==> config.mk <==
export PLATFORM = sky130hd
export DESIGN_NAME = pdb_ctrl
export DESIGN_NICKNAME = d
export VERILOG_FILES = /design/src/rtl/pdb_pkg.sv /design/src/rtl/pdb_hostbuf.sv /design/src/rtl/pdb_seq.sv /design/src/rtl/pdb_ctrl.sv
export SDC_FILE = /design/constraint.sdc
export NUM_CORES = 1
export LEC_CHECK = 0
export ABC_AREA = 1
export BUFFER_PORTS_ARGS = -buffer_cell sky130_fd_sc_hd__buf_2
export CAP_MARGIN = 20
export CORE_MARGIN = 2
export CORE_UTILIZATION = 47
export DETAILED_ROUTE_END_ITERATION = 6
export MAX_ROUTING_LAYER = met4
export PLACE_DENSITY = 0.74
export SLEW_MARGIN = 20
export SYNTH_ARGS = -nofsm -noshare
export SYNTH_HDL_FRONTEND = slang
export SYNTH_SLANG_ARGS = --single-unit
==> constraint.sdc <==
create_clock -name clk -period 1.4 [get_ports clk]
set_clock_uncertainty 0.05 [all_clocks]
set_input_delay 0 -clock clk [delete_from_list [all_inputs] [get_ports clk]]
set_output_delay 0 -clock clk [all_outputs]
set_load 0.1 [all_outputs]
==> src/rtl/pdb_pkg.sv <==
package pdb_pkg;

    // Bus sequencer states, in the order an access walks through them
    typedef enum logic [1:0] {
        PH_IDLE   = 2'd0,
        PH_SETUP  = 2'd1,
        PH_STROBE = 2'd2,
        PH_HOLD   = 2'd3
    } pdb_phase_e;

    // Kind of the access currently owning the bus
    typedef struct packed {
        logic is_wr;
        logic a0;
    } pdb_kind_t;

endpackage

==> src/rtl/pdb_hostbuf.sv <==
module pdb_hostbuf #(
    parameter int DW = 8
) (
    input  logic          clk,
    input  logic          rst_n,
    input  logic          wr_req,
    input  logic          wr_a0,
    input  logic [DW-1:0] wr_data,
    input  logic          rd_req,
    input  logic          rd_a0,
    input  logic          rd_pop,
    input  logic          take_wr,
    input  logic          take_rd,
    input  logic          rd_done,
    input  logic [DW-1:0] bus_din,
    output logic          wb_valid,
    output logic          wb_a0,
    output logic [DW-1:0] wb_data,
    output logic          rp_valid,
    output logic          rp_a0,
    output logic [DW-1:0] rb_data,
    output logic          rb_valid,
    output logic          dma_wr,
    output logic          dma_rd
);

    // Write buffer: a slot frees in the same cycle it is handed to the bus
    always_ff @(posedge clk or negedge rst_n) begin
        if (!rst_n) begin
            wb_valid <= 1'b0;
            wb_a0    <= 1'b0;
            wb_data  <= '0;
        end else if (wr_req && (!wb_valid || take_wr)) begin
            wb_valid <= 1'b1;
            wb_a0    <= wr_a0;
            wb_data  <= wr_data;
        end else if (take_wr) begin
            wb_valid <= 1'b0;
        end
    end

    // Pending read request, one deep
    always_ff @(posedge clk or negedge rst_n) begin
        if (!rst_n) begin
            rp_valid <= 1'b0;
            rp_a0    <= 1'b0;
        end else if (rd_req && (!rp_valid || take_rd)) begin
            rp_valid <= 1'b1;
            rp_a0    <= rd_a0;
        end else if (take_rd) begin
            rp_valid <= 1'b0;
        end
    end

    // Read buffer: new data wins over a simultaneous pop
    always_ff @(posedge clk or negedge rst_n) begin
        if (!rst_n) begin
            rb_valid <= 1'b0;
            rb_data  <= '0;
        end else if (rd_done) begin
            rb_valid <= 1'b1;
            rb_data  <= bus_din;
        end else if (rd_pop) begin
            rb_valid <= 1'b0;
        end
    end

    // DMA request pulses, registered so they line up with the bus event
    always_ff @(posedge clk or negedge rst_n) begin
        if (!rst_n) begin
            dma_wr <= 1'b0;
            dma_rd <= 1'b0;
        end else begin
            dma_wr <= take_wr;
            dma_rd <= rd_done;
        end
    end

endmodule

==> src/rtl/pdb_seq.sv <==
module pdb_seq
    import pdb_pkg::*;
#(
    parameter int DW = 8,
    parameter int TW = 4
) (
    input  logic          clk,
    input  logic          rst_n,
    input  logic          wb_valid,
    input  logic          wb_a0,
    input  logic [DW-1:0] wb_data,
    input  logic          rp_valid,
    input  logic          rp_a0,
    input  logic [TW-1:0] cfg_setup,
    input  logic [TW-1:0] cfg_wait,
    input  logic [TW-1:0] cfg_hold,
    output logic          take_wr,
    output logic          take_rd,
    output logic          rd_done,
    output logic          cs_n,
    output logic          a0,
    output logic          wr_n,
    output logic          rd_n,
    output logic [DW-1:0] dout,
    output logic          oe
);

    localparam logic [TW-1:0] ONE = TW'(1);

    pdb_phase_e    state_q, state_d;
    logic [TW-1:0] cnt_q, cnt_d;
    pdb_kind_t     kind_q;
    logic [DW-1:0] data_q;
    logic [TW-1:0] wait_q, hold_q;

    // Next-state and phase counter
    always_comb begin
        state_d = state_q;
        cnt_d   = cnt_q;
        take_wr = 1'b0;
        take_rd = 1'b0;
        rd_done = 1'b0;
        unique case (state_q)
            PH_IDLE: begin
                if (wb_valid) begin
                    take_wr = 1'b1;
                end else if (rp_valid) begin
                    take_rd = 1'b1;
                end
                if (wb_valid || rp_valid) begin
                    if (cfg_setup != '0) begin
                        state_d = PH_SETUP;
                        cnt_d   = cfg_setup - ONE;
                    end else begin
                        state_d = PH_STROBE;
                        cnt_d   = cfg_wait;
                    end
                end
            end
            PH_SETUP: begin
                if (cnt_q == '0) begin
                    state_d = PH_STROBE;
                    cnt_d   = wait_q;
                end else begin
                    cnt_d = cnt_q - ONE;
                end
            end
            PH_STROBE: begin
                if (cnt_q == '0) begin
                    rd_done = !kind_q.is_wr;
                    if (hold_q != '0) begin
                        state_d = PH_HOLD;
                        cnt_d   = hold_q - ONE;
                    end else begin
                        state_d = PH_IDLE;
                    end
                end else begin
                    cnt_d = cnt_q - ONE;
                end
            end
            PH_HOLD: begin
                if (cnt_q == '0) begin
                    state_d = PH_IDLE;
                end else begin
                    cnt_d = cnt_q - ONE;
                end
            end
        endcase
    end

    // State register and per-access latches
    always_ff @(posedge clk or negedge rst_n) begin
        if (!rst_n) begin
            state_q <= PH_IDLE;
            cnt_q   <= '0;
            kind_q  <= '0;
            data_q  <= '0;
            wait_q  <= '0;
            hold_q  <= '0;
        end else begin
            state_q <= state_d;
            cnt_q   <= cnt_d;
            if (take_wr || take_rd) begin
                kind_q.is_wr <= take_wr;
                kind_q.a0    <= take_wr ? wb_a0 : rp_a0;
                wait_q       <= cfg_wait;
                hold_q       <= cfg_hold;
            end
            if (take_wr) begin
                data_q <= wb_data;
            end
        end
    end

    // Bus outputs decoded from the state register
    always_comb begin
        cs_n = (state_q == PH_IDLE);
        wr_n = !((state_q == PH_STROBE) && kind_q.is_wr);
        rd_n = !((state_q == PH_STROBE) && !kind_q.is_wr);
        oe   = (state_q != PH_IDLE) && kind_q.is_wr;
        a0   = kind_q.a0;
        dout = data_q;
    end

endmodule

==> src/rtl/pdb_ctrl.sv <==
module pdb_ctrl #(
    parameter int DW = 8,
    parameter int TW = 4
) (
    input  logic          clk,
    input  logic          rst_n,
    input  logic          host_wr,
    input  logic          host_wr_a0,
    input  logic [DW-1:0] host_wr_data,
    input  logic          host_rd,
    input  logic          host_rd_a0,
    input  logic          host_pop,
    input  logic [TW-1:0] cfg_setup,
    input  logic [TW-1:0] cfg_wait,
    input  logic [TW-1:0] cfg_hold,
    output logic [DW-1:0] rdata,
    output logic          irq_wempty,
    output logic          irq_rfull,
    output logic          dma_wr,
    output logic          dma_rd,
    output logic          disp_cs_n,
    output logic          disp_a0,
    output logic          disp_wr_n,
    output logic          disp_rd_n,
    output logic [DW-1:0] disp_dout,
    output logic          disp_oe,
    input  logic [DW-1:0] disp_din
);

    logic          wb_valid, wb_a0, rp_valid, rp_a0, rb_valid;
    logic [DW-1:0] wb_data;
    logic          take_wr, take_rd, rd_done;

    pdb_hostbuf #(.DW(DW)) u_buf (
        .clk      (clk),
        .rst_n    (rst_n),
        .wr_req   (host_wr),
        .wr_a0    (host_wr_a0),
        .wr_data  (host_wr_data),
        .rd_req   (host_rd),
        .rd_a0    (host_rd_a0),
        .rd_pop   (host_pop),
        .take_wr  (take_wr),
        .take_rd  (take_rd),
        .rd_done  (rd_done),
        .bus_din  (disp_din),
        .wb_valid (wb_valid),
        .wb_a0    (wb_a0),
        .wb_data  (wb_data),
        .rp_valid (rp_valid),
        .rp_a0    (rp_a0),
        .rb_data  (rdata),
        .rb_valid (rb_valid),
        .dma_wr   (dma_wr),
        .dma_rd   (dma_rd)
    );

    pdb_seq #(.DW(DW), .TW(TW)) u_seq (
        .clk       (clk),
        .rst_n     (rst_n),
        .wb_valid  (wb_valid),
        .wb_a0     (wb_a0),
        .wb_data   (wb_data),
        .rp_valid  (rp_valid),
        .rp_a0     (rp_a0),
        .cfg_setup (cfg_setup),
        .cfg_wait  (cfg_wait),
        .cfg_hold  (cfg_hold),
        .take_wr   (take_wr),
        .take_rd   (take_rd),
        .rd_done   (rd_done),
        .cs_n      (disp_cs_n),
        .a0        (disp_a0),
        .wr_n      (disp_wr_n),
        .rd_n      (disp_rd_n),
        .dout      (disp_dout),
        .oe        (disp_oe)
    );

    assign irq_wempty = !wb_valid;
    assign irq_rfull  = rb_valid;

endmodule

* After elaboration in Yosys (flattened, before gate mapping)
Cells that the tools add are included.
Storage, ports and cells: flip-flop bits (word level) 47, input port bits 35, output and inout bits 25, word-level logic and storage cells 80
Operators by class: $add $sub $neg 3, eq/ne operators 9, muxes and demuxes 28, reduce and logical (&&, ||, !) cells 24
Operators with widths (number):
- 2-to-1 mux 4 bit | 6
- case mux 4 bit (4 select lines) | 1
- 2-to-1 mux 1 bit | 14
- 2-to-1 mux 2 bit | 6
- subtractor 4 x 1 -> 4 bit (second input constant) | 3
- inequality test 2 x 1 -> 1 bit (second input constant) | 4
- case mux 2 bit (4 select lines) | 1
- nonzero test 2 bit | 4
- nonzero test 4 bit | 2
- logical AND 1 bit | 5
- zero test 1 bit | 5
- == test 2 bit (second input constant) | 2
- zero test 4 bit | 1
- logical OR 1 bit | 4
- AND reduction 4 bit | 1
- inequality test 3 bit (second input constant) | 1
- AND reduction 3 bit | 1
- == test 2 x 1 -> 1 bit (second input constant) | 1
- zero test 2 bit | 1
- inequality test 2 bit (second input constant) | 1

* Logic depth before layout (Yosys ltp)
Gate-level depths: netlist of run 1.
word-level depth 6, depth in mapped cells 9, depth with buffers taken out 9

* By module
A second synthesis of run 1 with hierarchy kept.
Unflattened totals: cell total of the unflattened synthesis 293, area, all modules 2354.8 sq um
By module, submodules not included:
- pdb_seq | instances 1, cells each 201, area an instance 1418.9 sq um, sequential area each 600.6 sq um
- pdb_hostbuf | instances 1, cells each 91, area an instance 932.1 sq um, sequential area each 575.6 sq um
- pdb_ctrl | instances 1, cells each 1, area an instance 3.8 sq um, sequential area each 0.0 sq um

* Worst setup path after synthesis of run 1
Ideal clock, no wire load.
path type flip-flop to output port, start point reg u_seq.state_q[0], end point out disp_oe, arrival 1.910 ns, required time 1.350 ns, setup slack -0.560 ns, stages on the path, launching flop included 3, path buffers 0, path through dfrtp_1 nor2_4 nor2_1
On the way: longest elaborated chain between the ends 2
Ends and longest elaborated chain:
- start: declaration | line pdb_seq.sv:30 | pdb_phase_e state_q, state_d;
- start signal: assignment | line pdb_seq.sv:101 | state_q <= state_d;
- nonzero test 2 bit | line pdb_seq.sv:120 | oe = (state_q != PH_IDLE) && kind_q.is_wr;
- logical AND 1 bit | line pdb_seq.sv:120
- end: declaration | line pdb_ctrl.sv:26 | output logic disp_oe,
No other way between the ends.

* Final worst setup path of run 1
start point reg u_seq.state_q[1], end point reg u_buf.rp_a0
On the way: longest elaborated chain between the ends 4
Ends and longest elaborated chain:
- zero test 2 bit | line pdb_seq.sv:43 | unique case (state_q)
- 2-to-1 mux 1 bit | line pdb_seq.sv:43
- logical OR 1 bit | line pdb_hostbuf.sv:47 | end else if (rd_req && (!rp_valid || take_rd)) begin
- logical AND 1 bit | line pdb_hostbuf.sv:47
- end signal: assignment | line pdb_hostbuf.sv:49 | rp_a0 <= rd_a0;
- end: declaration | line pdb_hostbuf.sv:20 | output logic rp_a0,
No other way between the ends. A chain may end at the register's enable or synchronous reset.

==> flow_summary.ini, run 1 <==
[cts]
cts_tree = built
clock_latency_ns = 0.30
cts.sinks = 47
cts-root-buf = clkbuf_8
h-tree-depth = 2
clk_transition_reported_paths_ns = 0.09
cts_made_buffers = 5
cts.path.max_buffers = 2

[grt]
grtUsageTotal_pct = 25.24
first_global_vias = 2224
overflow = 0
grt_max_degree = 48
grt_pass1_wl_um = 9936
antenna_found_initial = 0

[setup_path]
path_class = reg -> reg
required_ns = 1.54
cp-start-kind = register
worstSetupEndpointType = register
cp.arrival_ns = 1.64
critPathMaxFanout = 5

[min_path]
hp-class = in -> reg

[placed_design]
hpwl_um = 3895
placed_area_um2 = 2890
gp_congestion = 0.8969
port_buffers = 59

[routing]
vias = 2305
wl_um = 6705
dr.pass1.iters = 4
vias_per_cell = 5.055
first_iter_violations = 116
avgRoutedWirePerCell_um = 14.70
postRouteAntennaNets = 0
route.detailed.drc = 0

[finish]
final_cell_mix = nand2_1 (91), buf_2 (54), dfrtp_1 (45)
diodes = 0
area_growth_syn_to_layout_pct = 64.41
layout_commonest_cell = nand2_1
drive_above_1_share_pct = 42.29
final_cell_area_um2 = 3654
nNetsFinal = 441

[status]
violations = negative setup slack
status = finished, violations left

[floorplan]
fp-row-count = 25
core_region_area_um2 = 4629
fp.dieH_um = 72.76
start_util_pct = 48.00
dieArea_um2 = 5294
fp.dieW_um = 72.76
pin_count = 60

[sta]
max_slew_margin_pct = 67.23
slew_viol_final = 0
tightestPinTransition_ns = 0.4950
rsz0062_at_grt = true
setup_viol = 17
hold_violations = 0
min_period_over_period_pct = 106.5
min_period_ns = 1.491
worst_slack_ns = -0.09080
fmax_mhz = 670.8

[synth]
seq_area_frac_synth_pct = 52.93
yosys.area.top_type = dfrtp_1
ys_warn_count = 0
synthDistinctLibCells = 23
ys_ff_latch = 47
synth_top_area_share_pct = 52.93
synth_nets = 305
syn_avg_cell_area_um2 = 8.385
ys_top_cells_by_area = dfrtp_1 (53%), nand2_1 (17%), inv_1 (4.6%), mux2_2 (4.6%), o21ai_0 (4.3%)
syn_inst = 265
syn_area_um2 = 2222

[run]
max-cap-violations = 0
-- kinds of logic after synthesis --
family | synth area share [%]
AO/OA/AOI/OAI | 6.982
multiplexers | 5.068
AND/OR/NAND/NOR | 25.79
buffers and inverters | 5.631
adder cells (fa/ha/maj) | 2.815
flip-flops | 52.93
XOR/XNOR | 0.7884
-- metrics by stage --
step	util [%]	TNS, ns	instances	setup slack, ns	hold WS (ns)
5_1_grt	78.92	-1.844	456	-0.1392	0.03869
3_3_place_gp	62.43	-0.1883	406	-0.05274	-0.05195
4_1_cts	74.19	-0.6032	450	-0.08198	0.02896
6_report	78.92	-0.4995	456	-0.09080	0.04036
3_5_place_dp	62.43	-0.9226	406	-0.1180	-0.05177
2_1_floorplan	-	-16.08	265	-0.4634	-0.3456
-- cell type report --
cell class	instances	area (um2)
sequential	47	1179
clock inverter	1	8.758
inverter	30	136.4
fill	268	975.9
timing repair buffer	130	1032
tap	54	67.56
multi-input combinational	187	1144
clock buffer	7	86.33
-- sequential cells by signal, indices dropped and copies added, names as in the netlist, 2 cells and up --
register       flops
u_seq.cnt_q        4
u_seq.hold_q       4
u_buf.wb_data      8
u_seq.dout         8
u_buf.rb_data      8
u_seq.state_q      2
u_seq.wait_q       4
-- metal layers --
metal	share of wire [%]	global-route usage [%]
met1	39	29.96
met4	2.2	8.230
met5	0	-
met2	53	43.84
met3	5.4	4.006
-- repair_timing --
item	4_1_cts	5_1_grt
hold buffers	30	0
gates resized for setup	30	51
gates cloned	0	1
setup endpoints to repair	19	39
pin swaps	8	18
hold endpoints to repair	76	0
buffers inserted	6	5
-- critical path, stage by stage, from the launching register on --
cell and delay, ns:
dfrtp_1 0.44, nor2_4 0.19, buf_12 0.13, inv_8 0.05, o21ai_4 0.14, nand2_2 0.09
mux2_4 0.30
-- cell usage after synthesis --
cell,instances
ha_1,5
nor3_1,2
nor2_2,1
nand2_2,2
or2_2,1
mux2_2,9
buf_2,1
inv_2,3
xor2_1,2
nand4_1,1
o21ai_2,1
o21ai_0,19
nand2_1,101
nand3_1,11
o22ai_1,1
dfrtp_1,47
inv_1,27
nor2_1,17
mux2_1,1
nor2_4,2
a21oi_1,9
nand2_4,1
buf_4,1
-- path summary, 6_finish.rpt --
path | from | end | slack (ns) | cells after the start
setup / recovery | u_seq.state_q[1]$_DFFE_PN0P_ | u_buf.rp_a0$_DFFE_PN0P_ | -0.09 | 6
hold / removal | cfg_setup[0] | u_seq.cnt_q[0]$_DFFE_PN0P_ | 0.04 | 4
setup reg to reg | u_seq.state_q[1]$_DFFE_PN0P_ | u_buf.rp_a0$_DFFE_PN0P_ | -0.09 | 6
hold reg to reg | u_seq.dout[2]$_DFFE_PN0P_ | u_seq.dout[2]$_DFFE_PN0P_ | 0.42 | 2
max in group asynchronous | rst_n | u_buf.wb_valid$_DFFE_PN0P_ | 0.92 | 3
min in group asynchronous | rst_n | u_buf.rb_data[5]$_DFFE_PN0P_ | 0.14 | 3
Power of run 1 is left out: the tool's default activity adds up to more than one toggle a clock period on the data nets, which glitch-free logic cannot reach.
==> run 2: changes to the inputs <==
Settings changed: PLACE_DENSITY 0.74 to 0.73, SYNTH_HIERARCHICAL set to 1.
==> run 2 against run 1 <==
- critical path depth grew 2
- the run still ends with negative setup slack left
- final area increased by 2.9%
- register-to-register slack hardly changed
==> flow_summary.ini, run 2 <==
[grt]
antenna_found_initial = 0
grt_max_degree = 32
grt_pass1_wl_um = 10620
first_global_vias = 2317
overflow = 0
grtUsageTotal_pct = 26.29

[floorplan]
pin_count = 60
fp.dieH_um = 74.78
start_util_pct = 49.20
dieArea_um2 = 5592
fp.dieW_um = 74.78
core_region_area_um2 = 4786
fp-row-count = 25

[setup_path]
required_ns = 1.60
r2r_cells = 8
path_buf_inv = 3
slowest_delay_ns = 0.46
rr_startpoint = u_seq/state_q[0]$_DFFE_PN0P_
path_class = reg -> reg
cp.arrival_ns = 1.68
critPathMaxFanout = 6
crit_family = simple AND/OR/NAND/NOR gates
r2r_slack_ns = -0.09
r2r-end = u_buf/wb_data[1]$_DFFE_PN0P_
cp.depth = 8
crit_chain = nor2_4 > inv_4 > nor2_4 > inv_4 > nand2_8 > buf_12 > nand3_2 > nand2_2
worstSetupEndpointType = register
cp-start-kind = register
slowest_stage = dfrtp_2

[status]
violations = negative setup slack
status = finished, violations left

[sta]
rsz0062_at_grt = true
hold_violations = 0
min_period_ns = 1.486
min_period_over_period_pct = 106.2
slew_viol_final = 0
worst_slack_ns = -0.08641
max_slew_margin_pct = 67.35
setup_viol = 16
tightestPinTransition_ns = 0.4931
fmax_mhz = 672.8

[synth]
post-synth-top-count-cell = nand2_1
syn_avg_cell_area_um2 = 8.037
synth-main-ff-cell = dfrtp_1
synth_edf_count = 0
synth_nets = 333
synth_commonest_cells = nand2_1 (124), dfrtp_1 (47), inv_1 (23), nor2_1 (18), nand3_1 (13)
syn_inst = 293
seq_area_frac_synth_pct = 49.95
ys_warn_count = 6
yosys.area.top_type = dfrtp_1
synth_top_area_share_pct = 49.95
ys_ff_latch = 47
synthArstFlopShare_pct = 100.0
ys_top_cells_by_area = dfrtp_1 (50%), nand2_1 (20%), nand3_2 (3.8%), inv_1 (3.7%), nor2_1 (2.9%)
syn_area_um2 = 2355
synthDistinctLibCells = 26

[routing]
wl_um = 7081
vias = 2433
first_iter_violations = 171
route.detailed.drc = 0
postRouteAntennaNets = 0
avgRoutedWirePerCell_um = 14.48
vias_per_cell = 4.975
dr.pass1.iters = 4

[finish]
nNetsFinal = 461
final_cell_mix = nand2_1 (104), buf_2 (56), dfrtp_1 (46)
drive_above_1_share_pct = 42.42
area_growth_syn_to_layout_pct = 59.72
fin_util_pct = 78.59
final_cell_area_um2 = 3761
layout_commonest_cell = nand2_1
stdcell_count = 489
diodes = 0

[cts]
cts-root-buf = clkbuf_8
cts_made_buffers = 5
cts.path.max_buffers = 2
cts.sinks = 47
cts_tree = built
clk_transition_reported_paths_ns = 0.09
h-tree-depth = 2
clock_latency_ns = 0.30

[placed_design]
port_buffers = 59
dp_cells = 438
placed_area_um2 = 2978
dp_slack_ns = -0.09347
gp_congestion = 0.8876
hpwl_um = 4052

[run]
max-cap-violations = 0

[min_path]
hold_path_depth = 4
hp-class = in -> reg
hold_path_end = u_seq/cnt_q[0]$_DFFE_PN0P_
hold_start = cfg_setup[0]
==> run 2: area by class of cell <==
| class | instances | area [um2] |
|---|---|---|
| Clock buffer | 6 | 82.58 |
| Clock inverter | 2 | 38.79 |
| Sequential cell | 47 | 1177 |
| Tap cell | 67 | 83.83 |
| Fill cell | 313 | 1025 |
| Inverter | 30 | 122.6 |
| Multi-Input combinational cell | 211 | 1247 |
| Timing Repair Buffer | 126 | 1008 |
==> run 2: worst max path at each step <==
stage                              endpoint  slack (ns)                         start
4_1_cts          u_seq/cnt_q[3]$_DFFE_PN0P_       -0.02   u_seq/hold_q[1]$_DFFE_PN0P_
5_1_grt        u_buf/wb_data[1]$_DFFE_PN0P_       -0.15  u_seq/state_q[0]$_DFFE_PN0P_
6_report       u_buf/wb_data[1]$_DFFE_PN0P_       -0.09  u_seq/state_q[0]$_DFFE_PN0P_
3_5_place_dp     u_seq/cnt_q[0]$_DFFE_PN0P_       -0.09    u_seq/cnt_q[1]$_DFFE_PN0P_
2_1_floorplan       u_buf/wb_a0$_DFFE_PN0P_       -0.51  u_seq/state_q[0]$_DFFE_PN0P_
3_3_place_gp     u_seq/cnt_q[0]$_DFFE_PN0P_       -0.04    u_seq/cnt_q[0]$_DFFE_PN0P_
==> run 2: worst reg2reg max path, cell delays in order, from the launching register on <==
cell,delay (ns)
dfrtp_2,0.46
nor2_4,0.21
inv_4,0.09
nor2_4,0.16
inv_4,0.06
nand2_8,0.10
buf_12,0.13
nand3_2,0.09
nand2_2,0.09
==> run 2: routing by layer <==
layer / GRT usage, % / part of all wire, %
met1: 30.13 / 39
met2: 46.31 / 54
met3: 4.819 / 4.7
met4: 8.929 / 2.2
met5: - / 0
==> run 2: what timing repair did <==
item                       in CTS  in global routing
hold endpoints to repair       75                  0
resized for setup              33                 39
hold buffers                   29                  0
buffers inserted                5                  5
setup endpoints to repair      23                 35
pin swaps                      10                 16
cloned                          2                  2
==> run 2: cell families after synthesis <==
| kind of cell | Yosys count | share of synthesized area [%] |
|---|---|---|
| xor+xnor | 1 | 0.3720 |
| buf+inv | 36 | 7.385 |
| fa+ha+maj | 5 | 2.657 |
| simple gates | 173 | 32.20 |
| compound gates | 31 | 7.439 |
| flops | 47 | 49.95 |
==> run 2: stage by stage <==
step	TNS, ns	hold slack [ns]
2_1_floorplan	-15.60	-0.3456
3_3_place_gp	-0.1071	-0.09474
3_5_place_dp	-0.6325	-0.08893
4_1_cts	-0.02013	0.01434
5_1_grt	-2.378	0.08073
6_report	-0.7533	0.05492
Power of run 2 is left out for the same reason.
==> run 3: changes to the inputs <==
Settings changed: ABC_AREA 1 to unset.
==> run 3 against run 2 <==
- the run still ends with negative setup slack left
- via count decreased by 17%
- routed wire length is 7.6% lower
- final area grew 1.2%
- register-to-register slack got worse by 0.32 ns
- sequential share of layout area is 0.31 points lower
- flip-flop and latch count is the same
- non-clock buffer count is 17 higher
- synthesized cell count down 37%
- critical path depth did not move
==> flow_summary.ini, run 3 <==
[status]
status = finished, violations left
violations = negative setup slack

[setup_path]
r2r-end = u_seq/cnt_q[1]$_DFFE_PN0P_
cp-start-kind = register
path_class = reg -> reg
worstSetupEndpointType = register
required_ns = 1.54
critPathMaxFanout = 3
slowest_stage = or3b_4
slowest_delay_ns = 0.42
rr_startpoint = u_seq/cnt_q[1]$_DFFE_PN0P_
r2r_slack_ns = -0.41
crit_chain = inv_2 > ha_4 > or3b_4 > buf_6 > o21ai_2 > a222oi_1 > a211oi_1 > a21oi_1
r2r_cells = 8
cp.arrival_ns = 1.94

[cts]
cts.sinks = 47
cts-root-buf = clkbuf_8
cts_made_buffers = 5
clk_transition_reported_paths_ns = 0.09
h-tree-depth = 2
cts.path.max_buffers = 2
clock_latency_ns = 0.30
cts_tree = built

[placed_design]
hpwl_um = 3745
dp_slack_ns = -0.3748
port_buffers = 59
dp_cells = 335
gp_congestion = 0.9359

[synth]
ys_top_cells_by_area = dfrtp_1 (53%), mux2_2 (17%), ha_1 (2.8%), a21oi_1 (2.5%), nor2_1 (2.0%)
synth-main-ff-cell = dfrtp_1
yosys.area.top_type = dfrtp_1
synth_nets = 226
syn_avg_cell_area_um2 = 11.99
synthDistinctLibCells = 40
ys_warn_count = 6
seq_area_frac_synth_pct = 52.75
ys_ff_latch = 47
synth_commonest_cells = dfrtp_1 (47), mux2_2 (33), nor2_1 (12), a21oi_1 (11)
post-synth-top-count-cell = dfrtp_1
synth_edf_count = 0
syn_area_um2 = 2230
synth_top_area_share_pct = 52.75
synthArstFlopShare_pct = 100.0
syn_inst = 186

[grt]
grt_pass1_wl_um = 9639
antenna_found_initial = 0
grtUsageTotal_pct = 24.88
grt_max_degree = 34
first_global_vias = 2006
overflow = 0

[power_and_ir_drop]
powerDensity_nw_per_um2 = 2454
irDropWorstVdd_mv = 1.671
power.leakage_uw = 0.001851
power_uw = 9342

[sta]
worst_slack_ns = -0.4051
rsz0062_at_grt = true
min_period_over_period_pct = 128.9
tightestPinTransition_ns = 0.4954
fmax_mhz = 554.0
slew_viol_final = 0
setup_viol = 43
max_slew_margin_pct = 67.20
min_period_ns = 1.805
hold_violations = 0
hold_slack_ns = 0.1036

[finish]
final_cell_mix = buf_2 (54), dfrtp_1 (44), buf_4 (35)
nFillCells = 256
fin_util_pct = 81.69
layout_commonest_cell = buf_2
drive_above_1_share_pct = 58.43
nNetsFinal = 371
diodes = 0
stdcell_count = 386
seq_area_um2 = 1180
multi_input_area_um2 = 1220
area_growth_syn_to_layout_pct = 70.76

[run]
max-cap-violations = 0

[routing]
first_iter_violations = 116
avgRoutedWirePerCell_um = 16.95
dr.pass1.iters = 4
route.detailed.drc = 0
vias = 2017
postRouteAntennaNets = 0
wl_um = 6542
vias_per_cell = 5.225

[floorplan]
fp.dieW_um = 72.88
start_util_pct = 47.84
pin_count = 60
fp-row-count = 25
dieArea_um2 = 5311
core_region_area_um2 = 4661
fp.dieH_um = 72.88

[min_path]
hp-class = in -> async
## run 3: power breakdown
part           leakage [uW]  internal, uW  switching (uW)
registers          0.000569          1960             433
logic               0.00122          2430            3480
clock network     0.0000618           587             456
total               0.00185          4970            4370
## run 3: worst max path at each step
stage | end | startpoint | slack [ns] | cells after the start
after detailed placement | u_seq/cnt_q[1]$_DFFE_PN0P_ | u_seq/cnt_q[1]$_DFFE_PN0P_ | -0.37 | 8
after global placement | u_buf/rb_data[0]$_DFFE_PN0P_ | u_seq/cnt_q[1]$_DFFE_PN0P_ | -0.32 | 5
after global routing | u_seq/cnt_q[1]$_DFFE_PN0P_ | u_seq/cnt_q[1]$_DFFE_PN0P_ | -0.47 | 8
after floorplan | u_buf/rb_data[0]$_DFFE_PN0P_ | u_seq/cnt_q[0]$_DFFE_PN0P_ | -0.32 | 6
after CTS | u_seq/cnt_q[1]$_DFFE_PN0P_ | u_seq/cnt_q[1]$_DFFE_PN0P_ | -0.38 | 8
final | u_seq/cnt_q[1]$_DFFE_PN0P_ | u_seq/cnt_q[1]$_DFFE_PN0P_ | -0.41 | 8
## run 3: what timing repair did
action,4_1_cts,5_1_grt
endpoints found under the hold margin,76,0
gates cloned,2,0
hold buffers,30,0
setup buffers,9,7
resized for setup,30,33
endpoints found under the setup margin,44,50
pin swaps,8,10
## run 3: cells by family (layout without fill, tap and decap cells)
logic type / after synthesis / after routing / share of synthesized area, %
buf+inv: 15 / 160 / 2.862
xor+xnor: 2 / 2 / 0.7858
fa+ha+maj: 5 / 5 / 2.806
compound gates: 38 / 38 / 11.84
flops: 47 / 47 / 52.75
mux: 33 / 33 / 16.67
simple gates: 46 / 47 / 12.29
## run 3: cell type report
type / instances / share of cell area (%)
well taps: 54 / 1.775
clock buffers: 6 / 2.169
repair buffers: 143 / 31.12
clock inverters: 2 / 1.019
inverters: 9 / 0.8873
flip-flops and latches: 47 / 30.99
multi-input cells: 125 / 32.04
## run 3: routing by layer
metal	track usage, %	wire length (um)	vias up
met5	-	0	-
met4	8.848	69	0
met2	43.13	3624	68
li1	-	-	951
met1	28.49	2593	988
met3	5.110	254	10
## run 3: metrics by stage
step	setup TNS, ns	cell area (um2)
2_1_floorplan	-4.795	2360
3_3_place_gp	-5.706	3068
3_5_place_dp	-7.072	3068
4_1_cts	-6.606	3691
5_1_grt	-10.59	3807
6_report	-8.277	3807
## run 3: worst max-delay path: cells and delay by family, from the launching register on
| family | cells | cell delay [ns] |
|---|---|---|
| AND/OR/NAND/NOR | 1 | 0.42 |
| AO/OA/AOI/OAI | 4 | 0.48 |
| flip-flops | 1 | 0.39 |
| buffers and inverters | 2 | 0.23 |
| adder cells (fa/ha/maj) | 1 | 0.13 |
(Power assumes the default switching activity.)
